[config.mk]
export PLATFORM = sky130hd
export DESIGN_NAME = regport_apb_bridge
export DESIGN_NICKNAME = d
export VERILOG_FILES = /design/src/rtl/rpb_pkg.sv /design/src/rtl/rpb_fifo.sv /design/src/rtl/rpb_sequencer.sv /design/src/rtl/regport_apb_bridge.sv
export SDC_FILE = /design/constraint.sdc
export NUM_CORES = 1
export LEC_CHECK = 0
export BUFFER_PORTS_ARGS = -buffer_cell sky130_fd_sc_hd__buf_2
export CORE_MARGIN = 1
export CORE_UTILIZATION = 50
export CTS_CLUSTER_DIAMETER = 40
export CTS_CLUSTER_SIZE = 40
export DETAILED_ROUTE_END_ITERATION = 10
export PLACE_DENSITY = 0.73
export SLEW_MARGIN = 20
export SYNTH_ARGS = -nofsm -noshare
export SYNTH_HDL_FRONTEND = slang
export SYNTH_SLANG_ARGS = --single-unit
[constraint.sdc]
create_clock -name clk -period 6.87 [get_ports clk]
set_input_delay 1.7175 -clock clk [delete_from_list [all_inputs] [get_ports clk]]
set_output_delay 1.7175 -clock clk [all_outputs]
set_load 0.01 [all_outputs]
[src/rtl/rpb_pkg.sv]
// Package rpb_pkg
// Shared constants and types for the APB register-port bridge.
// Assumes the fixed command word layout: data [15:0], address [25:16], opcode [29:26].
package rpb_pkg;

    localparam int RP_AW   = 10;                    // register-port address width
    localparam int RP_DW   = 16;                    // register-port data width
    localparam int OP_W    = 4;                     // opcode width
    localparam int CMD_W   = OP_W + RP_AW + RP_DW;  // stored command bits (spare bits dropped)
    localparam int APB_DW  = 32;                    // APB data width

    // Byte offsets of the APB-visible locations.
    localparam int OFF_CMD  = 'h0;
    localparam int OFF_REP  = 'h4;
    localparam int OFF_STAT = 'h8;

    // Status bit positions.
    localparam int ST_CMD_EMPTY = 0;
    localparam int ST_CMD_FULL  = 1;
    localparam int ST_REP_EMPTY = 2;
    localparam int ST_REP_FULL  = 3;
    localparam int ST_OVERFLOW  = 4;
    localparam int ST_W         = 5;

    // Opcode values; every other value acts as a no-operation.
    localparam logic [OP_W-1:0] OPC_NOP   = 4'b0000;
    localparam logic [OP_W-1:0] OPC_READ  = 4'b0001;
    localparam logic [OP_W-1:0] OPC_WRITE = 4'b0010;

    // One queued command, stored without the two spare bits.
    typedef struct packed {
        logic [OP_W-1:0]  op;
        logic [RP_AW-1:0] addr;
        logic [RP_DW-1:0] data;
    } cmd_t;

    // Sequencer states.
    typedef enum logic {
        SEQ_IDLE = 1'b0,
        SEQ_WAIT = 1'b1
    } seq_state_e;

endpackage

[src/rtl/rpb_fifo.sv]
// Module rpb_fifo
// Synchronous single-clock FIFO with a combinational head output.
// Assumes DEPTH is a power of two. A push while full and a pop while empty are ignored.
module rpb_fifo #(
    parameter int WIDTH = 32,
    parameter int DEPTH = 16
) (
    input  logic             clk,
    input  logic             rst_n,
    input  logic             push,
    input  logic [WIDTH-1:0] wdata,
    input  logic             pop,
    output logic [WIDTH-1:0] rdata,
    output logic             empty,
    output logic             full
);
    localparam int PW = $clog2(DEPTH);
    localparam int CW = PW + 1;

    logic [WIDTH-1:0] store [DEPTH];
    logic [PW-1:0]    wr_ptr;
    logic [PW-1:0]    rd_ptr;
    logic [CW-1:0]    fill;
    logic             do_push;
    logic             do_pop;

    assign do_push = push && !full;
    assign do_pop  = pop && !empty;
    assign empty   = (fill == '0);
    assign full    = (fill == CW'(DEPTH));
    assign rdata   = store[rd_ptr];

    // Write the incoming word into the slot at the write pointer.
    always_ff @(posedge clk) begin
        if (do_push) begin
            store[wr_ptr] <= wdata;
        end
    end

    // Advance the pointers and track the fill level.
    always_ff @(posedge clk) begin
        if (!rst_n) begin
            wr_ptr <= '0;
            rd_ptr <= '0;
            fill   <= '0;
        end else begin
            if (do_push) begin
                wr_ptr <= wr_ptr + 1'b1;
            end
            if (do_pop) begin
                rd_ptr <= rd_ptr + 1'b1;
            end
            case ({do_push, do_pop})
                2'b10:   fill <= fill + 1'b1;
                2'b01:   fill <= fill - 1'b1;
                default: fill <= fill;
            endcase
        end
    end

endmodule

[src/rtl/rpb_sequencer.sv]
// Module rpb_sequencer
// Takes commands from the command queue, runs register-port transactions and
// pushes the result of the previous command into the reply queue.
// Assumes rp_rdy pulses once per rp_en, in the cycle of rp_en or later.
module rpb_sequencer
    import rpb_pkg::*;
(
    input  logic             clk,
    input  logic             rst_n,
    input  logic             cmd_avail,
    input  logic [CMD_W-1:0] cmd_word,
    output logic             cmd_take,
    input  logic             rep_space,
    output logic             rep_put,
    output logic [RP_DW-1:0] rep_word,
    output logic             rp_en,
    output logic             rp_we,
    output logic [RP_AW-1:0] rp_addr,
    output logic [RP_DW-1:0] rp_wdata,
    input  logic [RP_DW-1:0] rp_rdata,
    input  logic             rp_rdy
);
    seq_state_e       state;
    cmd_t             cmd;
    logic             start;
    logic             is_rd;
    logic             is_wr;
    logic             pend_rd;
    logic [RP_DW-1:0] held;

    assign cmd   = cmd_t'(cmd_word);
    assign is_rd = (cmd.op == OPC_READ);
    assign is_wr = (cmd.op == OPC_WRITE);

    // A command starts when idle, one is queued and the reply queue has room.
    assign start    = (state == SEQ_IDLE) && cmd_avail && rep_space;
    assign cmd_take = start;
    assign rep_put  = start;
    assign rep_word = held;

    // Drive the port strobe and track the held result across commands.
    always_ff @(posedge clk) begin
        if (!rst_n) begin
            state    <= SEQ_IDLE;
            held     <= '0;
            pend_rd  <= 1'b0;
            rp_en    <= 1'b0;
            rp_we    <= 1'b0;
            rp_addr  <= '0;
            rp_wdata <= '0;
        end else begin
            rp_en <= 1'b0;
            rp_we <= 1'b0;
            if (start) begin
                if (is_rd || is_wr) begin
                    rp_en    <= 1'b1;
                    rp_we    <= is_wr;
                    rp_addr  <= cmd.addr;
                    rp_wdata <= cmd.data;
                    pend_rd  <= is_rd;
                    state    <= SEQ_WAIT;
                end else begin
                    held <= '0;
                end
            end
            if ((state == SEQ_WAIT) && rp_rdy) begin
                held  <= pend_rd ? rp_rdata : '0;
                state <= SEQ_IDLE;
            end
        end
    end

endmodule

[src/rtl/regport_apb_bridge.sv]
// Module regport_apb_bridge
// APB slave in front of a command queue, a reply queue and the port sequencer.
// Assumes APB transfers with a setup cycle followed by one access cycle; no wait states.
module regport_apb_bridge
    import rpb_pkg::*;
#(
    parameter int APB_AW    = 12,
    parameter int CMD_DEPTH = 16,
    parameter int REP_DEPTH = 16
) (
    input  logic              clk,
    input  logic              rst_n,
    input  logic              psel,
    input  logic              penable,
    input  logic              pwrite,
    input  logic [APB_AW-1:0] paddr,
    input  logic [31:0]       pwdata,
    output logic [31:0]       prdata,
    output logic              pready,
    output logic              pslverr,
    output logic              rp_en,
    output logic              rp_we,
    output logic [9:0]        rp_addr,
    output logic [15:0]       rp_wdata,
    input  logic [15:0]       rp_rdata,
    input  logic              rp_rdy
);
    logic             access;
    logic             hit_cmd;
    logic             hit_rep;
    logic             hit_stat;
    logic             cmd_wr;
    logic             rep_rd;
    logic             cmd_push;
    logic             cmd_pop;
    logic             cmd_empty;
    logic             cmd_full;
    logic [CMD_W-1:0] cmd_head;
    logic             rep_push;
    logic             rep_pop;
    logic             rep_empty;
    logic             rep_full;
    logic [RP_DW-1:0] rep_in;
    logic [RP_DW-1:0] rep_head;
    logic             ovf_q;
    logic [ST_W-1:0]  status;
    logic             unused_spare;

    assign unused_spare = ^pwdata[31:30];

    // Decode the APB access phase against the three mapped offsets.
    assign access   = psel && penable;
    assign hit_cmd  = (paddr == APB_AW'(OFF_CMD));
    assign hit_rep  = (paddr == APB_AW'(OFF_REP));
    assign hit_stat = (paddr == APB_AW'(OFF_STAT));
    assign cmd_wr   = access && pwrite && hit_cmd;
    assign rep_rd   = access && !pwrite && hit_rep;
    assign cmd_push = cmd_wr && !cmd_full;
    assign rep_pop  = rep_rd && !rep_empty;
    assign pready   = 1'b1;
    assign pslverr  = rep_rd && rep_empty;

    // Status word assembled bit by bit.
    always_comb begin
        status               = '0;
        status[ST_CMD_EMPTY] = cmd_empty;
        status[ST_CMD_FULL]  = cmd_full;
        status[ST_REP_EMPTY] = rep_empty;
        status[ST_REP_FULL]  = rep_full;
        status[ST_OVERFLOW]  = ovf_q;
    end

    // Select the read data for the addressed location.
    always_comb begin
        prdata = '0;
        if (access && !pwrite) begin
            if (hit_rep && !rep_empty) begin
                prdata = {{(APB_DW-RP_DW){1'b0}}, rep_head};
            end else if (hit_stat) begin
                prdata = {{(APB_DW-ST_W){1'b0}}, status};
            end
        end
    end

    // Sticky flag for command writes dropped on a full queue.
    always_ff @(posedge clk) begin
        if (!rst_n) begin
            ovf_q <= 1'b0;
        end else if (cmd_wr && cmd_full) begin
            ovf_q <= 1'b1;
        end
    end

    rpb_fifo #(
        .WIDTH (CMD_W),
        .DEPTH (CMD_DEPTH)
    ) u_cmd_fifo (
        .clk   (clk),
        .rst_n (rst_n),
        .push  (cmd_push),
        .wdata (pwdata[CMD_W-1:0]),
        .pop   (cmd_pop),
        .rdata (cmd_head),
        .empty (cmd_empty),
        .full  (cmd_full)
    );

    rpb_fifo #(
        .WIDTH (RP_DW),
        .DEPTH (REP_DEPTH)
    ) u_rep_fifo (
        .clk   (clk),
        .rst_n (rst_n),
        .push  (rep_push),
        .wdata (rep_in),
        .pop   (rep_pop),
        .rdata (rep_head),
        .empty (rep_empty),
        .full  (rep_full)
    );

    rpb_sequencer u_seq (
        .clk       (clk),
        .rst_n     (rst_n),
        .cmd_avail (!cmd_empty),
        .cmd_word  (cmd_head),
        .cmd_take  (cmd_pop),
        .rep_space (!rep_full),
        .rep_put   (rep_push),
        .rep_word  (rep_in),
        .rp_en     (rp_en),
        .rp_we     (rp_we),
        .rp_addr   (rp_addr),
        .rp_wdata  (rp_wdata),
        .rp_rdata  (rp_rdata),
        .rp_rdy    (rp_rdy)
    );

endmodule

==> run_results.csv <==
group,metric,value,unit
clocking,cts_resized,0,
placement,gp_congestion,0.737,
floorplanning,coreArea,0.0621,mm^2
clocking,cts_buffers,98,
layout,final_area,0.0368,mm^2
run,max_cap_viol_count,0,
floorplanning,die-width,253,um
sta,slew_headroom,0.252,
pwr,p_per_area,295,mW/mm^2
sta,slew_violations,0,
floorplanning,initial_core_util,0.509,
sta,min_period,5560,ps
synth,synth_flop_cell,"edfxtp_1",
sta,rsz0062_at_grt,"false",
setup_path,worstPathArrival,3850,ps
synth,ys_ff_latch,817,
synth,syn_area_per_cell,20.5,um^2
status,status,"complete, no violations",
layout,final_layout_size_suffix_gt1_frac,0.321,
floorplanning,die_y,253,um
global_route,overflow,0,
clocking,cts_tree,"built",
sta,worst_pin_slew,1120,ps
clocking,ctsHoldBuffers,0,
synth,synth_largest_area_cell,"edfxtp_1",
drt,via_per_inst,5.80,
floorplanning,rows,91,
drt,drc_errors,0,
setup_path,worstSetupEndpointType,"primary output",
global_route,antenna_found_initial,8,
sta,fin_crit_sh,0.810,
drt,drt_iter0_drc,1494,
synth,async_flop_share,0,
global_route,first_global_vias,15700,
pwr,power_leakage,12.3,nW
setup_path,crit_type,"input port to primary output",
placement,dp_cells,2447,
drt,finalWirelength,65900,um
clocking,postCtsSetupBuffers,0,
floorplanning,dieArea,0.0642,mm^2
sta,clock.fmax,0.180,GHz
drt,drt_pre_antenna_iters,5,
pwr,power,10.8,mW
drt,wl_per_cell,25.0,um
placement,placed_cell_area,0.0332,mm^2
pwr,ir_drop,389,uV
clocking,htree_levels,3,
clocking,root_buffer,"clkbuf_16",
setup_path,path_max_fanout,18,
synth,synth_cell_types,55,
floorplanning,io_pins,128,
sta,final.setup_skew,52.2,ps
setup_path,critPathLaunchType,"input port",
global_route,track_usage,0.210,
drt,antenna_left,0,
synth,syn_inst,1544,
layout,layout_common_cells,"edfxtp_1 (736), mux4_2 (214), nand2_1 (113)",
synth,netlist.area_leader.share,0.699,
layout,fin_nets,1794,
setup_path,crit_required,5150,ps
synth,ys_warn_count,0,
drt,vias,15300,
placement,io_buffer_count,108,
sta,hold_viol,0,
placement,hpwl,35000,um
sta,setup_viol,0,
clocking,insertion_delay,670,ps
worst_hold_path,min_path_type,"flip-flop to flip-flop",
clocking,cts.reportedPaths.clkPinSlew,50,ps
sta,setup-tns-final,0,ps
layout,layout_commonest_cell,"edfxtp_1",
layout,final_util,0.592,
layout,final_cell_count_no_fill,2635,
synth,synth_area,0.0316,mm^2
global_route,grt_max_degree,87,
layout,area_delta_synth_final,16.2,%
clocking,cts_buffer_depth,3,
synth,synth_sequential_area_ratio,0.750,
clocking,numClockSinks,817,
synth,synth_edf_count,736,
global_route,grt_pass1_wl,97800,um
synth,synthTopCellsByArea,"edfxtp_1 (70%), mux4_2 (15%), dfxtp_1 (5.1%)",
[cells in the mapped netlist, drive strengths merged, types with 7 or more instances]
| master | instances |
|---|---|
| a21boi | 9 |
| nor2 | 33 |
| edfxtp | 736 |
| buf | 55 |
| inv | 16 |
| dfxtp | 81 |
| clkbuf | 43 |
| xnor2 | 15 |
| a21oi | 12 |
| nand2 | 113 |
| mux4 | 218 |
| xor2 | 7 |
| and2 | 31 |
| nand3 | 8 |
| nor3 | 20 |
| nor2b | 10 |
| mux2i | 28 |
| and3 | 9 |
| ha | 17 |
| o21ai | 22 |
| nor4 | 10 |
[per-stage QoR]
stage,hold slack (ps),setup WS (ps)
finish,458,1310
global route,473,1130
global placement,441,1490
floorplan,433,1510
detailed placement,454,1330
CTS,463,1310
[metal layers]
layer	GRT usage	vias up	part of all wire	wire length, um
li1	-	6596	-	-
met1	0.284	7992	0.40	26500
met2	0.349	577	0.51	33300
met3	0.0395	115	0.070	4630
met4	0.0625	12	0.021	1380
met5	0	-	0.0010	68
[power by group]
part | internal, mW | total [mW] | leakage, nW | switching, mW
Sequential | 5.38 | 5.38 | 7.72 | 0.000479
Combinational | 0.0200 | 0.0809 | 2.91 | 0.0609
Clock | 3.16 | 5.38 | 1.67 | 2.22
Total | 8.57 | 10.8 | 12.3 | 2.28
[flip-flops by register name, summed over array words and instances, names as in the netlist, named ones only]
name / count
u_cmd_fifo.store: 480
u_cmd_fifo.fill: 5
u_rep_fifo.fill: 5
u_rep_fifo.rd_ptr: 4
u_rep_fifo.wr_ptr: 4
u_seq.state: 1
u_cmd_fifo.wr_ptr: 4
ovf_q: 1
u_rep_fifo.store: 256
u_seq.rp_we: 1
u_seq.rep_word: 16
u_seq.rp_en: 1
u_seq.pend_rd: 1
u_cmd_fifo.rd_ptr: 4
u_seq.rp_addr: 10
u_seq.rp_wdata: 16
[cells by family (layout without fill, tap and decap cells)]
kind of cell | after synthesis | in the layout | synth area share
AOI/OAI and AO/OA | 63 | 63 | 0.0127
xor gates and xnor gates | 22 | 22 | 0.00633
adders and majority gates | 17 | 17 | 0.00673
buffers and inverters | 114 | 351 | 0.0187
DFF | 817 | 817 | 0.750
muxes | 246 | 246 | 0.165
other | 2 | 19 | 0.000238
and+or+nand+nor | 263 | 263 | 0.0403
[final cells by class]
| type | count | area [um^2] |
|---|---|---|
| Fill cell | 4300 | 25300 |
| Sequential cell | 817 | 23700 |
| Multi-Input combinational cell | 628 | 7520 |
| Clock buffer | 109 | 2500 |
| Tap cell | 837 | 1050 |
| Clock inverter | 76 | 997 |
| Timing Repair Buffer | 150 | 878 |
| Inverter | 16 | 60.1 |
| Antenna cell | 2 | 5.00 |
[worst paths after layout]
check / from / to / slack [ps] / cells after the start
setup / recovery: paddr[1] / prdata[12] / 1310 / 8
setup reg to reg: u_cmd_fifo.fill[2] / u_cmd_fifo.fill[4] / 2740 / 13
hold / removal: u_seq.rp_wdata[5] / u_seq.rp_wdata[5] / 460 / 2
hold reg to reg: u_seq.rp_wdata[5] / u_seq.rp_wdata[5] / 460 / 2
[worst max-delay path: stages]
cell	delay, ps
buf_2	100
nor4_1	370
nand4_1	210
nand2b_1	250
nand2b_1	280
inv_1	560
and2_1	220
buf_2	130
Note: power is estimated with default switching activity, not from simulation.
